$ cat config.mk
export PLATFORM = sky130hd
export DESIGN_NAME = dir_coherence_ctrl
export DESIGN_NICKNAME = d
export VERILOG_FILES = /design/src/rtl/dir_coh_pkg.sv /design/src/rtl/dir_table.sv /design/src/rtl/dir_plan.sv /design/src/rtl/dir_coherence_ctrl.sv
export SDC_FILE = /design/constraint.sdc
export NUM_CORES = 1
export LEC_CHECK = 0
export ABC_AREA = 0
export BUFFER_PORTS_ARGS = -buffer_cell sky130_fd_sc_hd__clkbuf_2
export CAP_MARGIN = 0
export CELL_PAD_IN_SITES_DETAIL_PLACEMENT = 1
export CELL_PAD_IN_SITES_GLOBAL_PLACEMENT = 2
export CORE_UTILIZATION = 39
export CTS_BUF_LIST = sky130_fd_sc_hd__clkbuf_16
export DETAILED_ROUTE_END_ITERATION = 6
export GPL_TIMING_DRIVEN = 0
export PLACE_DENSITY = 0.86
export SETUP_SLACK_MARGIN = 0.5
export SLEW_MARGIN = 20
export SYNTH_ARGS = -nofsm -noshare
export SYNTH_HDL_FRONTEND = slang
export SYNTH_SLANG_ARGS = --single-unit
export TNS_END_PERCENT = 50
$ cat constraint.sdc
create_clock -name clk -period 6.55 [get_ports clk]
set_input_delay 0.655 -clock clk [delete_from_list [all_inputs] [get_ports clk]]
set_output_delay 0.655 -clock clk [all_outputs]
set_load 0.05 [all_outputs]
$ cat src/rtl/dir_coh_pkg.sv
package dir_coh_pkg;

    typedef enum logic {
        ST_IDLE = 1'b0,
        ST_WAIT = 1'b1
    } dir_state_e;

    localparam logic KIND_READ  = 1'b0;
    localparam logic KIND_WRITE = 1'b1;

    localparam logic CMD_INV = 1'b0;
    localparam logic CMD_WB  = 1'b1;

endpackage

$ cat src/rtl/dir_table.sv
module dir_table #(
    parameter int NPROC  = 4,
    parameter int NLINES = 16,
    parameter int LW     = (NLINES > 1) ? $clog2(NLINES) : 1
) (
    input  logic             clk,
    input  logic             rst_n,
    input  logic [LW-1:0]    rd_line,
    output logic [NPROC-1:0] rd_pres,
    output logic             rd_excl,
    input  logic             wr_en,
    input  logic [LW-1:0]    wr_line,
    input  logic [NPROC-1:0] wr_pres,
    input  logic             wr_excl
);

    logic [NPROC-1:0]  pres_q [NLINES];
    logic [NPROC-1:0]  pres_d [NLINES];
    logic [NLINES-1:0] excl_q;
    logic [NLINES-1:0] excl_d;

    always_comb begin
        pres_d = pres_q;
        excl_d = excl_q;
        if (wr_en) begin
            pres_d[wr_line] = wr_pres;
            excl_d[wr_line] = wr_excl;
        end
    end

    always_ff @(posedge clk) begin
        if (!rst_n) begin
            for (int i = 0; i < NLINES; i++) begin
                pres_q[i] <= '0;
            end
            excl_q <= '0;
        end else begin
            pres_q <= pres_d;
            excl_q <= excl_d;
        end
    end

    assign rd_pres = pres_q[rd_line];
    assign rd_excl = excl_q[rd_line];

    // An exclusive entry always names exactly one holder
    p_excl_single_owner_r5: assert property (@(posedge clk) disable iff (!rst_n)
        (wr_en && wr_excl) |-> $onehot(wr_pres));

    p_read_excl_onehot_r4: assert property (@(posedge clk) disable iff (!rst_n)
        rd_excl |-> $onehot(rd_pres));

endmodule

$ cat src/rtl/dir_plan.sv
module dir_plan #(
    parameter int NPROC = 4,
    parameter int PW    = (NPROC > 1) ? $clog2(NPROC) : 1
) (
    input  logic             is_write,
    input  logic [PW-1:0]    src,
    input  logic [NPROC-1:0] pres,
    input  logic             excl,
    output logic [NPROC-1:0] targets,
    output logic             use_wb,
    output logic [NPROC-1:0] new_pres,
    output logic             new_excl
);
    import dir_coh_pkg::*;

    logic [NPROC-1:0] self_bit;
    logic             owned_by_self;

    assign self_bit      = NPROC'(1) << src;
    assign owned_by_self = excl && (pres == self_bit);

    always_comb begin
        targets  = '0;
        use_wb   = CMD_INV;
        new_pres = pres;
        new_excl = excl;
        if (owned_by_self) begin
            // exclusive holder asking again: nothing to do
        end else if (is_write == KIND_READ) begin
            if (excl) begin
                targets = pres;
                use_wb  = CMD_WB;
            end
            new_pres = pres | self_bit;
            new_excl = 1'b0;
        end else begin
            targets  = pres & ~self_bit;
            new_pres = self_bit;
            new_excl = 1'b1;
        end
    end

endmodule

$ cat src/rtl/dir_coherence_ctrl.sv
module dir_coherence_ctrl #(
    parameter int NPROC  = 4,
    parameter int NLINES = 16,
    parameter int PW     = (NPROC > 1) ? $clog2(NPROC) : 1,
    parameter int LW     = (NLINES > 1) ? $clog2(NLINES) : 1
) (
    input  logic             clk,
    input  logic             rst_n,
    input  logic             req_valid,
    output logic             req_ready,
    input  logic [PW-1:0]    req_proc,
    input  logic [LW-1:0]    req_line,
    input  logic             req_write,
    input  logic [NPROC-1:0] ack_valid,
    output logic [NPROC-1:0] cmd_valid,
    output logic             cmd_wb,
    output logic [LW-1:0]    cmd_line,
    output logic             grant_valid,
    output logic [PW-1:0]    grant_proc,
    output logic [LW-1:0]    grant_line,
    output logic             grant_write
);
    import dir_coh_pkg::*;

    localparam int CW = $clog2(NPROC + 1);

    typedef struct packed {
        dir_state_e       state;
        logic [PW-1:0]    proc;
        logic [LW-1:0]    line;
        logic             write;
        logic [NPROC-1:0] new_pres;
        logic             new_excl;
        logic [NPROC-1:0] mask;
        logic [CW-1:0]    cnt;
        logic [NPROC-1:0] cmd_valid;
        logic             cmd_wb;
        logic             grant_valid;
    } ctl_t;

    ctl_t s_q, s_d;

    logic [NPROC-1:0] rd_pres;
    logic             rd_excl;
    logic             tbl_wr_en;
    logic [LW-1:0]    tbl_wr_line;
    logic [NPROC-1:0] tbl_wr_pres;
    logic             tbl_wr_excl;
    logic [NPROC-1:0] plan_targets;
    logic             plan_wb;
    logic [NPROC-1:0] plan_pres;
    logic             plan_excl;
    logic [NPROC-1:0] hits;

    dir_table #(.NPROC(NPROC), .NLINES(NLINES), .LW(LW)) u_table (
        .clk     (clk),
        .rst_n   (rst_n),
        .rd_line (req_line),
        .rd_pres (rd_pres),
        .rd_excl (rd_excl),
        .wr_en   (tbl_wr_en),
        .wr_line (tbl_wr_line),
        .wr_pres (tbl_wr_pres),
        .wr_excl (tbl_wr_excl)
    );

    dir_plan #(.NPROC(NPROC), .PW(PW)) u_plan (
        .is_write (req_write),
        .src      (req_proc),
        .pres     (rd_pres),
        .excl     (rd_excl),
        .targets  (plan_targets),
        .use_wb   (plan_wb),
        .new_pres (plan_pres),
        .new_excl (plan_excl)
    );

    assign hits = ack_valid & s_q.mask;

    always_comb begin
        s_d             = s_q;
        s_d.cmd_valid   = '0;
        s_d.grant_valid = 1'b0;
        tbl_wr_en       = 1'b0;
        tbl_wr_line     = s_q.line;
        tbl_wr_pres     = s_q.new_pres;
        tbl_wr_excl     = s_q.new_excl;
        case (s_q.state)
            ST_IDLE: begin
                if (req_valid) begin
                    s_d.proc  = req_proc;
                    s_d.line  = req_line;
                    s_d.write = req_write;
                    if (plan_targets == '0) begin
                        tbl_wr_en       = 1'b1;
                        tbl_wr_line     = req_line;
                        tbl_wr_pres     = plan_pres;
                        tbl_wr_excl     = plan_excl;
                        s_d.grant_valid = 1'b1;
                    end else begin
                        s_d.state     = ST_WAIT;
                        s_d.mask      = plan_targets;
                        s_d.cnt       = CW'($countones(plan_targets));
                        s_d.cmd_valid = plan_targets;
                        s_d.cmd_wb    = plan_wb;
                        s_d.new_pres  = plan_pres;
                        s_d.new_excl  = plan_excl;
                    end
                end
            end
            ST_WAIT: begin
                s_d.mask = s_q.mask & ~hits;
                s_d.cnt  = s_q.cnt - CW'($countones(hits));
                if (s_d.cnt == '0) begin
                    tbl_wr_en       = 1'b1;
                    s_d.grant_valid = 1'b1;
                    s_d.state       = ST_IDLE;
                end
            end
            default: s_d.state = ST_IDLE;
        endcase
    end

    always_ff @(posedge clk) begin
        if (!rst_n) begin
            s_q <= '0;
        end else begin
            s_q <= s_d;
        end
    end

    assign req_ready   = (s_q.state == ST_IDLE);
    assign cmd_valid   = s_q.cmd_valid;
    assign cmd_wb      = s_q.cmd_wb;
    assign cmd_line    = s_q.line;
    assign grant_valid = s_q.grant_valid;
    assign grant_proc  = s_q.proc;
    assign grant_line  = s_q.line;
    assign grant_write = s_q.write;

    // Write-back goes to a single owner only
    p_wb_single_owner_r4: assert property (@(posedge clk) disable iff (!rst_n)
        ((cmd_valid != '0) && cmd_wb) |-> $onehot(cmd_valid));

    // Requester is never a command target
    p_no_self_command_r5: assert property (@(posedge clk) disable iff (!rst_n)
        (cmd_valid != '0) |-> !cmd_valid[grant_proc]);

    // No grant while acknowledgements remain
    p_no_early_grant_r6: assert property (@(posedge clk) disable iff (!rst_n)
        (s_q.cnt != '0) |-> !grant_valid);

    // Commands mean a transaction is open, so no new request is taken
    p_busy_not_ready_r2: assert property (@(posedge clk) disable iff (!rst_n)
        (cmd_valid != '0) |-> !req_ready);

    // A grant is a single-cycle pulse
    p_grant_pulse_r9: assert property (@(posedge clk) disable iff (!rst_n)
        (grant_valid && !req_valid) |=> !grant_valid);

endmodule

* Yosys cells after proc, flatten, opt, wreduce, memory -nomap -nowiden *
Index checks and enable logic that the tools add are counted.

storage, ports and cells
  bits in writable memories = 0
  logic and storage cells = 107
  memory bits (read-only) = 0
  memories = 0
  register bits = 106
  bits of input ports = 14
  output and inout bits = 18
  latch bits = 0

cells by class
  magnitude comparators = 6
  divide/modulo/power cells = 0
  bitwise logic cells = 12
  reduce and logical (&&, ||, !) cells = 9
  multiplexer cells = 41
  equality and inequality tests = 3
  add/subtract/negate cells = 7
  $mul = 0
  shift operators = 1

operators by type and width
  operator            count
  $bwmux 64           1
  $mux 4              14
  $mux 26             1
  $mux 17             1
  $bmux 4 s4          1
  $bwmux 16           1
  $demux 4 s4         1
  $mux 1              15
  $pmux 7 s2          1
  $and 4x4->4         3
  $ge 5x5->1 const B  2
  $lt 4x5->1 const B  2
  $not 4->5           2
  $add 1x1->2         4
  $not 4->4           2
  $add 2x2->3         2
  $pmux 1 s2          3
  $lt 5x1->1 const B  1
  $bmux 1 s4          1
  $demux 1 s4         1
  $eq 4x4->1          1
  $ge 4x1->1 const B  1
  $logic_not 4->1     1
  $ne 2x2->1 const B  2
  9 further kinds     15

* Logic depth before layout (Yosys ltp) *
Gate-level depths: netlist (run 1).

  word-level depth = 17
  depth in mapped cells = 23
  gate-level depth less buffers = 18

* By module *
From an unflattened synthesis (run 1), not the netlist that was laid out.

unflattened totals
  cell total of the unflattened synthesis = 644
  area, all modules = 5876.9 um2

by module, submodules not included
  module              instances  seq. area each (um2)  cells an instance  area an instance (um2)
  dir_table           1          1601.5                438                3997.6
  dir_coherence_ctrl  1          520.5                 163                1531.5
  dir_plan            1          0.0                   43                 347.8

* Worst setup path after synthesis (run 1) *
Ideal clock, no wire load.

  path kind = input to register
  from = input req_line[0]
  to = register u_table.pres_q[26] in the netlist's numbering
  path slack = 898 ps
  data arrival time = 5534 ps
  setup time = 119 ps
  cell stages on the path = 20
  required time = 6431 ps
  path buffers = 6
  path through = buf_6 -> buf_4 -> buf_2 -> mux4_2 -> mux4_2 -> inv_1 -> ha_1 -> or4_1 -> a211o_1 -> nor4b_4 -> nor2_1 -> buf_2 -> a32o_1 -> inv_1 -> ha_1 -> o31ai_4 -> buf_12 -> buf_6 -> a2111o_1 -> o221a_2

between the ends
  cells in the longest elaborated chain, start to end = 17
  elaborated cells on any way between the ends = 32
  those cells by class = 2 x order compare; 1 x eq/ne; 22 x mux; 4 x bitwise; 3 x reduce/logical

ends and longest elaborated chain
  element                                                                RTL line                        source
  start, declared                                                        dir_coherence_ctrl.sv:12        input logic [LW-1:0] req_line,
  $not 4->5 (not written as such)                                        dir_table.sv:43                 assign rd_pres = pres_q[rd_line];
  $bmux 4 s4                                                             dir_table.sv:43
  $mux 4 (not written as such) (2 in series)                             dir_table.sv:43
  $eq 4x4->1, or another cell as far along                               dir_plan.sv:20                  assign owned_by_self = excl && (pres == self_bit);
  $logic_and 1x1->1 / $mux 4 (equally long branches)                     dir_plan.sv:20, dir_plan.sv:29
  $mux 4                                                                 dir_plan.sv:27                  if (owned_by_self) begin
  $logic_not 4->1                                                        dir_coherence_ctrl.sv:94        if (plan_targets == '0) begin
  $mux 4                                                                 dir_coherence_ctrl.sv:94
  $mux 4                                                                 dir_coherence_ctrl.sv:90        if (req_valid) begin
  $mux 4                                                                 dir_coherence_ctrl.sv:88        case (s_q.state)
  $not 4->5 (not written as such)                                        dir_table.sv:26                 pres_d[wr_line] = wr_pres;
  $ge 5x5->1 (not written as such) / $lt 5x1->1 (equally long branches)  dir_table.sv:26
  $logic_and 1x1->1 (not written as such)                                dir_table.sv:26
  $mux 4 (not written as such)                                           dir_table.sv:26
  $demux 4 s4                                                            dir_table.sv:26
  $bwmux 64                                                              dir_table.sv:26
  end signal, assigned                                                   dir_table.sv:38                 pres_q <= pres_d;
  end, declared                                                          dir_table.sv:17                 logic [NPROC-1:0] pres_q [NLINES];

Parallel ways exist; a longest one is shown, timed or not. The select of a mux whose other input is x is not followed.
A chain may end at the register's enable or synchronous reset.

* Worst setup path in the final report (run 1) *
  from = input req_line[0]
  to = register u_table.pres_q[0] in the netlist's numbering

Same word-level chain as after synthesis.

==> results of run 1 <==
==> per-stage QoR <==
step	setup TNS (ns)	util, %	power, uW	instance area [um^2]	cells
3_5_place_dp	-5.15	42.8	1060	6820	947
4_1_cts	0	45.4	1640	7230	974
3_3_place_gp	-3.02	42.8	1050	6820	947
5_1_grt	0	45.9	1700	7310	978
2_1_floorplan	0	-	939	6400	701
6_report	0	45.9	1650	7310	978
==> metal layers <==
metal / share of wire, % / GRT usage (%)
met1: 41 / 37.3
met2: 48 / 50.5
met3: 6.3 / 5.08
met4: 5.3 / 17.9
met5: 0 / 0
==> cell type report <==
cell class / count / area [um^2] / share of cell area (%)
Multi-Input combinational cell: 467 / 3720 / 50.9
Sequential cell: 106 / 2120 / 29.0
Buffer: 67 / 395 / 5.41
Tap cell: 216 / 270 / 3.70
Timing Repair Buffer: 45 / 263 / 3.59
Inverter: 61 / 229 / 3.13
Clock buffer: 9 / 225 / 3.08
Clock inverter: 7 / 83.8 / 1.15
==> worst reg2reg max path, cell delays in order (launching register included) <==
cell and delay, ns:
dfxtp_1 0.35, nand2_1 0.08, fa_1 0.52, fa_1 0.52
inv_1 0.05, fa_1 0.53, inv_1 0.06, ha_1 0.18
or2_2 0.28, fa_1 0.46, or3_1 0.37, clkbuf_1 0.23
nor3_1 0.76, nand3_1 0.48, nor2_1 0.23, nor2_1 0.07
o221a_1 0.15
==> timing repair <==
item / 4_1_cts / 5_1_grt
resized for setup: 5 / 9
pin swaps: 9 / 7
endpoints found under the setup margin: 95 / 93
buffers inserted: 11 / 4
==> synth_stat cells (3+ instances only) <==
cell,instances
a2111o_1,3
a2111oi_4,9
a211o_1,6
a21oi_1,16
a21oi_2,5
a221oi_1,38
a31o_2,3
a31oi_1,5
a32o_1,3
buf_2,8
buf_4,17
buf_6,4
clkbuf_1,36
dfxtp_1,106
fa_1,6
ha_1,13
inv_1,61
mux2_2,11
mux2i_1,18
mux4_2,14
nand2_1,66
nand2b_1,7
nand3_1,11
nand4_1,8
nand4b_1,10
nor2_1,60
nor2b_1,12
nor3_1,6
o211ai_1,12
o21ai_0,49
o21ai_2,3
o221a_1,10
o221a_2,14
o221ai_1,8
or3_1,6
==> power by group through the flow <==
stage          Combinational (uW)  Sequential [uW]  Clock [uW]
2_1_floorplan                 240              699           0
3_3_place_gp                  347              699           0
3_5_place_dp                  357              700           0
4_1_cts                       363              685         591
5_1_grt                       395              688         621
6_report                      373              686         592
==> sequential cells by signal, summed over array words and instances (netlist names) <==
name / count
u_table.pres_q: 64
u_table.excl_q: 16
s_q: 13
cmd_line: 4
cmd_valid: 4
grant_proc: 2
cmd_wb: 1
grant_valid: 1
grant_write: 1
==> worst paths after layout <==
check,to,slack (ns),depth (start not counted)
worst min-delay path,grant_write,0.45,2
worst max-delay path,u_table.pres_q[0],0.65,22
worst min register to register,grant_write,0.45,2
worst max register to register,u_table.pres_q[3],1.12,16
==> logic make-up after synthesis <==
family	synth area share [%]
buffers and inverters	9.38
adder cells (fa/ha/maj)	4.42
AO/OA/AOI/OAI	27.9
flip-flops	33.2
multiplexers	9.68
AND/OR/NAND/NOR	15.3
XOR/XNOR	0.137
==> metrics, run 1 <==
outcome=finished, final reports clean; HP Class=reg -> reg; slowest stage cell on the critical path=mux4_2; Pins Over Slew Limit=0; initial antenna violation count=0; leading area contributor after synthesis=dfxtp_1; ys async rst share=0%; pre-CTS setup slack=-0.237 ns; Worst Path Required=6.85 ns; TritonRoute pass-1 iters=5; Die X=130 um; # Max-Cap Violations=0; CP peak stage delay=0.56 ns; worst vdd ir=0.000142 V; most frequent cells in the layout=dfxtp_1, nand2_1, inv_1, nor2_1, o21ai_0; RSZ-0062 raised after global routing=true; number of H-tree levels=3; critical path arrival=6.20 ns; top cells by area, synth=dfxtp_1, a221oi_1, mux4_2; CORE AREA=0.0159 mm^2; Total Routing Usage GR=30.5%; worst hold start=grant_write; Initial Util=40.2%; largest fanout on the critical path=10; Bufs on Longest Clock Path=2; die area=0.0169 mm^2; total CTS buffers=9; Clock power frac=35.9%; vias in the first global route=6273; top cell type's share of synthesized area=33.2%; RR Startpoint=s_q[12]; post-synthesis cell count=701; first-pass GRT wire length=37600 um; FILL cells=1893; syn_area_per_cell=9.13 um^2; WHS=0.454 ns; final worst setup slack=0.655 ns; Int Pwr=1110 uW; sequential power share=41.6%; critical path class=in -> reg; net switching power=537 uW; CP Buf/Inv Count=9; CTS tree=yes; Final HPWL DP=17600 um; die height=130 um; final wirelength=24500 um; synthesis-to-finish area growth=14.2%; Post-Syn Area=0.00640 mm^2; hold buffer count at cts=0; ratio of final minimum period to clock period=90.0%; clock tree root buffer cell=clkbuf_16; register bit total from synthesis=106; Port Buf Inserts=30; CP endpoint kind=register; final period demand of the worst path=5.90 ns; final setup violation count=0; routed vias/inst=6.22; crit path launch type=input port; most common cell after layout, fill and taps aside=dfxtp_1; num ports=32; Remaining DRCs=0; post-synthesis sequential area ratio=33.2%; switching power share of the total=32.5%; DR vias=6080; Logic pwr share=22.6%; Unique masters post-synth=63; Worst Setup SP=req_line[0]; antenna diode count=0; Post-synth EDFFs=0; Yosys warnings=0; gp weighted congestion=0.933; final hold vios=0; CP cell instances=clkbuf_2 > buf_8 > buf_8 > buf_6 > mux4_2 > mux4_2 > inv_1 > ha_1 > or4_1 > a211o_1 > nor4b_4 > nor2_1 > buf_4 > a32o_1 > inv_1 > ha_1 > o31ai_4 > buf_12 > buf_6 > a211o_1 > o21ai_4 > o221a_1; Slew headroom=23.8%; skew final=0.0166 ns; Leakage=0.00263 uW; Detailed Route Iter0 Violations=453; ratio of cells with drive above 1 in the final layout=21.7%; Slew @ Worst Pin=1.14 ns; clock tree sinks=106; Worst path top cell family by delay=compound AO/OA/AOI/OAI gates; maximum clock frequency=170 MHz; ys flop type=dfxtp_1; Net count, final=790; pwr dens=226 mW/mm^2; per-cell routed wire length=25.0 um; pin count of the biggest net entering global routing=17; gr ovfl total=0; Worst-path clk slew=0.07 ns; Mapped Nets=734; ANT nets after route=0; Clock Latency Late Sink=0.37 ns; Rows=46
Note: power is estimated with default switching activity, not from simulation.
==> inputs of run 2 (changes only) <==
--- a/config.mk
+++ b/config.mk
@@ -15,6 +15,7 @@
 export DETAILED_ROUTE_END_ITERATION = 6
 export GPL_TIMING_DRIVEN = 0
 export PLACE_DENSITY = 0.86
+export REMOVE_ABC_BUFFERS = 1
 export SETUP_SLACK_MARGIN = 0.5
 export SLEW_MARGIN = 20
 export SYNTH_ARGS = -nofsm -noshare
==> metrics, run 2 (synthesized netlist as in run 1, its figures left out) <==
pwr dens=230 mW/mm^2; Port Buf Inserts=31; Bufs on Longest Clock Path=2; ANT nets after route=0; ratio of final minimum period to clock period=88.9%; vias in the first global route=5664; biggest regs=u_table.pres_q (64), u_table.excl_q (16), s_q (13); worst vdd ir=0.000139 V; Worst Path Required=6.83 ns; antenna diode count=0; CP endpoint kind=register; final hold vios=0; final wirelength=21300 um; Worst Reg-to-Reg Cells=14; Clock Latency Late Sink=0.37 ns; Worst-path clk slew=0.07 ns; Leakage=0.00234 uW; CTS tree=yes; Hold Crit Depth=2; slowest stage cell on the critical path=a2111oi_4; Total Routing Usage GR=26.7%; number of H-tree levels=3; Net count, final=714; final period demand of the worst path=5.82 ns; critical path class=in -> reg; final total power=1580 uW; WHS=0.464 ns; final worst setup slack=0.730 ns; Largest register FFs=64; RSZ-0062 raised after global routing=false; worst hold start=grant_write; CP cell instances=clkbuf_4 > mux2i_1 > a221o_1 > o21ai_1 > and2_1 > inv_1 > ha_1 > or4_1 > a211o_1 > nor4b_4 > nor2_2 > a32o_1 > inv_1 > ha_1 > o31ai_4 > buf_8 > a2111oi_4 > a21oi_2 > a221oi_2; Initial Util=40.2%; Rows=46; Die X=130 um; Worst path top cell family by delay=compound AO/OA/AOI/OAI gates; crit path launch type=input port; fin area=0.00684 mm^2; Final HPWL DP=14500 um; worst hold endpoint=grant_write; critical path arrival=6.10 ns; skew final=0.0119 ns; Reg with most FFs=u_table.pres_q; per-cell routed wire length=23.6 um; synthesis-to-finish area growth=6.88%; num ports=32; CP Buf/Inv Count=4; FILL cells=1878; most common cell after layout, fill and taps aside=dfxtp_1; die area=0.0169 mm^2; final setup violation count=0; CP peak stage delay=0.64 ns; most frequent cells in the layout=dfxtp_1, nand2_1, inv_1, nor2_1, o21ai_0; ratio of cells with drive above 1 in the final layout=19.2%; total CTS buffers=9; RR Startpoint=s_q[12]; initial antenna violation count=0; TritonRoute pass-1 iters=7; Slew headroom=25.2%; outcome=finished, final reports clean; routed vias/inst=6.21; die height=130 um; clock tree root buffer cell=clkbuf_16; pin count of the biggest net entering global routing=71; pre-CTS setup slack=-0.153 ns; Pins Over Slew Limit=0; Multi-input gate area=0.00370 mm^2; FF+latch area=0.00212 mm^2; r2r endpoint=u_table.pres_q[16]; first-pass GRT wire length=33300 um; setup slack, reg-to-reg=0.96 ns; HP Class=reg -> reg; Detailed Route Iter0 Violations=380; DR vias=5605; # Max-Cap Violations=0; maximum clock frequency=172 MHz; gr ovfl total=0; CORE AREA=0.0159 mm^2; placed cell areas=0.00653 mm^2; Remaining DRCs=0; largest fanout on the critical path=32; clock tree sinks=106; Slew @ Worst Pin=1.12 ns; gp weighted congestion=0.840
[run 2: cell count changes in the layout (fill, tap and decap cells not counted), moves of 3 or more]
cell and change:
clkbuf_1 -35, clkbuf_2 -3, buf_4 -33, clkinv_1 -4, mux2i_1 -4, mux2i_2 +4
clkinv_2 +3, buf_2 -5
[run 2: repair_timing]
item	CTS	global route
setup buffers	0	0
resized for setup	3	0
setup endpoints to repair	68	0
hold buffers	0	0
[run 2: power by group]
part,switching (uW),total [uW],internal (uW)
registers,29.3,698,669
logic,224,318,94.8
clock network,264,560,296
[run 2: how the worst max path moves through the flow]
stage,end,cells past startpoint,from
after floorplan,u_table.pres_q[19],15,req_line[0]
after global placement,u_table.pres_q[36],16,req_line[0]
after detailed placement,u_table.pres_q[15],17,req_line[0]
after CTS,u_table.pres_q[15],19,req_line[1]
after global routing,u_table.pres_q[13],19,req_line[1]
final,u_table.pres_q[15],19,req_line[1]
[run 2: worst register-to-register path, cell delays in order (launching register included)]
cell	delay, ns
dfxtp_1	0.33
nand2_1	0.08
fa_1	0.53
fa_1	0.52
inv_1	0.05
fa_1	0.53
inv_1	0.06
ha_1	0.16
or2_2	0.28
fa_1	0.46
or3_1	0.52
nor3_1	0.86
nand3_1	0.45
nor2b_1	0.30
a221oi_1	0.34
[run 2: layer usage]
metal / track usage, % / wire (um)
met4: 10.7 / 629
met2: 44.2 / 10100
met5: 0 / 0
met3: 5.00 / 1000
met1: 34.1 / 9520
[run 2: cell type report]
cell class / instances / share of cell area [%]
Inverter: 61 / 3.35
Tap cell: 216 / 3.95
Timing Repair Buffer: 36 / 3.35
Sequential cell: 106 / 31.0
Clock inverter: 7 / 1.01
Multi-Input combinational cell: 467 / 54.0
Clock buffer: 9 / 3.29
[run 2: stage by stage]
stage | util, % | instances | setup TNS (ns)
after floorplan | - | 634 | 0
after global placement | 40.5 | 881 | -1.64
after detailed placement | 41.0 | 886 | -2.16
after CTS | 42.9 | 902 | 0
after global routing | 42.9 | 902 | 0
final | 42.9 | 902 | 0
==> inputs of run 3 (changes only) <==
--- a/config.mk
+++ b/config.mk
@@ -15,6 +15,7 @@
 export DETAILED_ROUTE_END_ITERATION = 6
 export GPL_TIMING_DRIVEN = 0
 export PLACE_DENSITY = 0.86
+export RECOVER_POWER = 50
 export REMOVE_ABC_BUFFERS = 1
 export SETUP_SLACK_MARGIN = 0.5
 export SLEW_MARGIN = 20
==> metrics, run 3 (synthesized netlist as in run 1, its figures left out) <==
synthesis-to-finish area growth=6.25%; maximum clock frequency=167 MHz; Worst Path Required=6.82 ns; CP endpoint kind=register; Clock power frac=35.5%; first-pass GRT wire length=33300 um; CTS tree=yes; RSZ-0062 raised after global routing=false; gr ovfl total=0; Pins Over Slew Limit=71; Leakage=0.00228 uW; ANT nets after route=0; ratio of cells with drive above 1 in the final layout=16.0%; # Max-Cap Violations=1; routed vias/inst=6.14; clock tree sinks=106; final period demand of the worst path=5.99 ns; CP cell instances=clkbuf_4 > mux2i_1 > a221o_1 > o21ai_1 > and2_0 > inv_1 > ha_1 > or4_1 > a211o_1 > nor4b_4 > nor2_1 > a32o_1 > inv_1 > ha_1 > o31ai_2 > buf_8 > a2111oi_4 > a21oi_2 > a221oi_2; crit path launch type=input port; Final HPWL DP=14500 um; ratio of final minimum period to clock period=91.5%; Detailed Route Iter0 Violations=383; Rows=46; switching power share of the total=32.7%; skew final=0.0125 ns; per-cell routed wire length=23.5 um; slowest stage cell on the critical path=a2111oi_4; num ports=32; number of H-tree levels=3; CP peak stage delay=0.64 ns; CORE AREA=0.0159 mm^2; Slew @ Worst Pin=2.93 ns; die height=130 um; critical path arrival=6.27 ns; Setup TNS=0 ns; clock tree root buffer cell=clkbuf_16; final total power=1570 uW; total CTS buffers=9; Worst-path clk slew=0.07 ns; Finished Core Util=42.7%; Total Routing Usage GR=26.7%; Logic pwr share=20.1%; critical path class=in -> reg; Clock Latency Late Sink=0.37 ns; most frequent cells in the layout=dfxtp_1, nand2_1, inv_1, nor2_1, o21ai_0; Slew headroom=-95.3%; Net count, final=714; biggest regs=u_table.pres_q (64), u_table.excl_q (16), s_q (13); pwr dens=231 mW/mm^2; Largest register FFs=64; TritonRoute pass-1 iters=5; Worst path top cell family by delay=compound AO/OA/AOI/OAI gates; initial antenna violation count=0; failing checks=capacitance limit, slew limit; outcome=finished, violations left; sequential power share=44.4%; WHS=0.462 ns; antenna diode count=0; final wirelength=21200 um; postcts setup bufs=0; Remaining DRCs=0; pin count of the biggest net entering global routing=71; Die X=130 um; gp weighted congestion=0.840; most common cell after layout, fill and taps aside=dfxtp_1; DR vias=5535; largest fanout on the critical path=32; Bufs on Longest Clock Path=2; CP Buf/Inv Count=4; Int Pwr=1060 uW; net switching power=513 uW; worst vdd ir=0.000138 V; Initial Util=40.2%; Reg with most FFs=u_table.pres_q; final hold vios=0; die area=0.0169 mm^2; final worst setup slack=0.558 ns; vias in the first global route=5664; HP Class=reg -> reg; Port Buf Inserts=31; final setup violation count=0; pre-CTS setup slack=-0.153 ns
[run 3: cell count changes in the layout (fill, tap and decap cells not counted)]
cell / change
o31ai_4: -1
o31ai_2: +1
clkbuf_4: -1
and2_1: -1
inv_2: -1
inv_1: +1
nor2_2: -2
clkbuf_1: +19
nor2_1: +2
clkbuf_2: -18
and2_0: +1
[run 3: routing by layer]
| metal | GRT usage (%) | routed length [um] | up-vias |
|---|---|---|---|
| li1 | - | - | 2536 |
| met1 | 34.1 | 9410 | 2813 |
| met2 | 44.2 | 10100 | 147 |
| met3 | 5.00 | 1100 | 39 |
| met4 | 10.7 | 644 | 0 |
| met5 | 0 | 0 | - |
[run 3: cell type report]
cell class | instances | area, um^2
clock buffers | 9 | 225
clock inverters | 7 | 68.8
fillers | 1885 | 9140
inverters | 61 | 229
multi-input cells | 467 | 3680
flip-flops and latches | 106 | 2120
well taps | 216 | 270
repair buffers | 36 | 203
[run 3: path summary, 6_finish.rpt]
kind                             startpoint  slack (ns)            endpoint  depth (start not counted)
worst max-delay path            req_line[1]        0.56  u_table.pres_q[15]                         19
worst min-delay path            grant_write        0.46         grant_write                          2
worst max register to register      s_q[12]        0.99  u_table.pres_q[19]                         14
worst min register to register  grant_write        0.46         grant_write                          2
[run 3: stage by stage]
stage	instances	area, um^2
floorplan	634	6030
global placement	881	6450
detailed placement	886	6530
CTS	902	6840
global route	902	6800
finish	902	6800
[run 3: power groups by stage]
stage | registers [uW] | logic [uW] | clock network (uW)
2_1_floorplan | 722 | 177 | 0
3_3_place_gp | 711 | 291 | 0
3_5_place_dp | 712 | 316 | 0
4_1_cts | 697 | 317 | 565
5_1_grt | 701 | 338 | 595
6_report | 698 | 316 | 557
[run 3: worst reg2reg max path, cell delays in order (launching register included)]
cell	delay (ns)
dfxtp_1	0.33
nand2_1	0.08
fa_1	0.53
fa_1	0.52
inv_1	0.05
fa_1	0.53
inv_1	0.06
ha_1	0.16
or2_2	0.28
fa_1	0.46
or3_1	0.52
nor3_1	0.84
nand3_1	0.45
nor2b_1	0.31
a221oi_1	0.34
[run 3: what timing repair did]
item,in CTS,in global routing
hold buffers,0,0
gates resized for setup,3,0
endpoints found under the hold margin,0,0
endpoints found under the setup margin,68,0
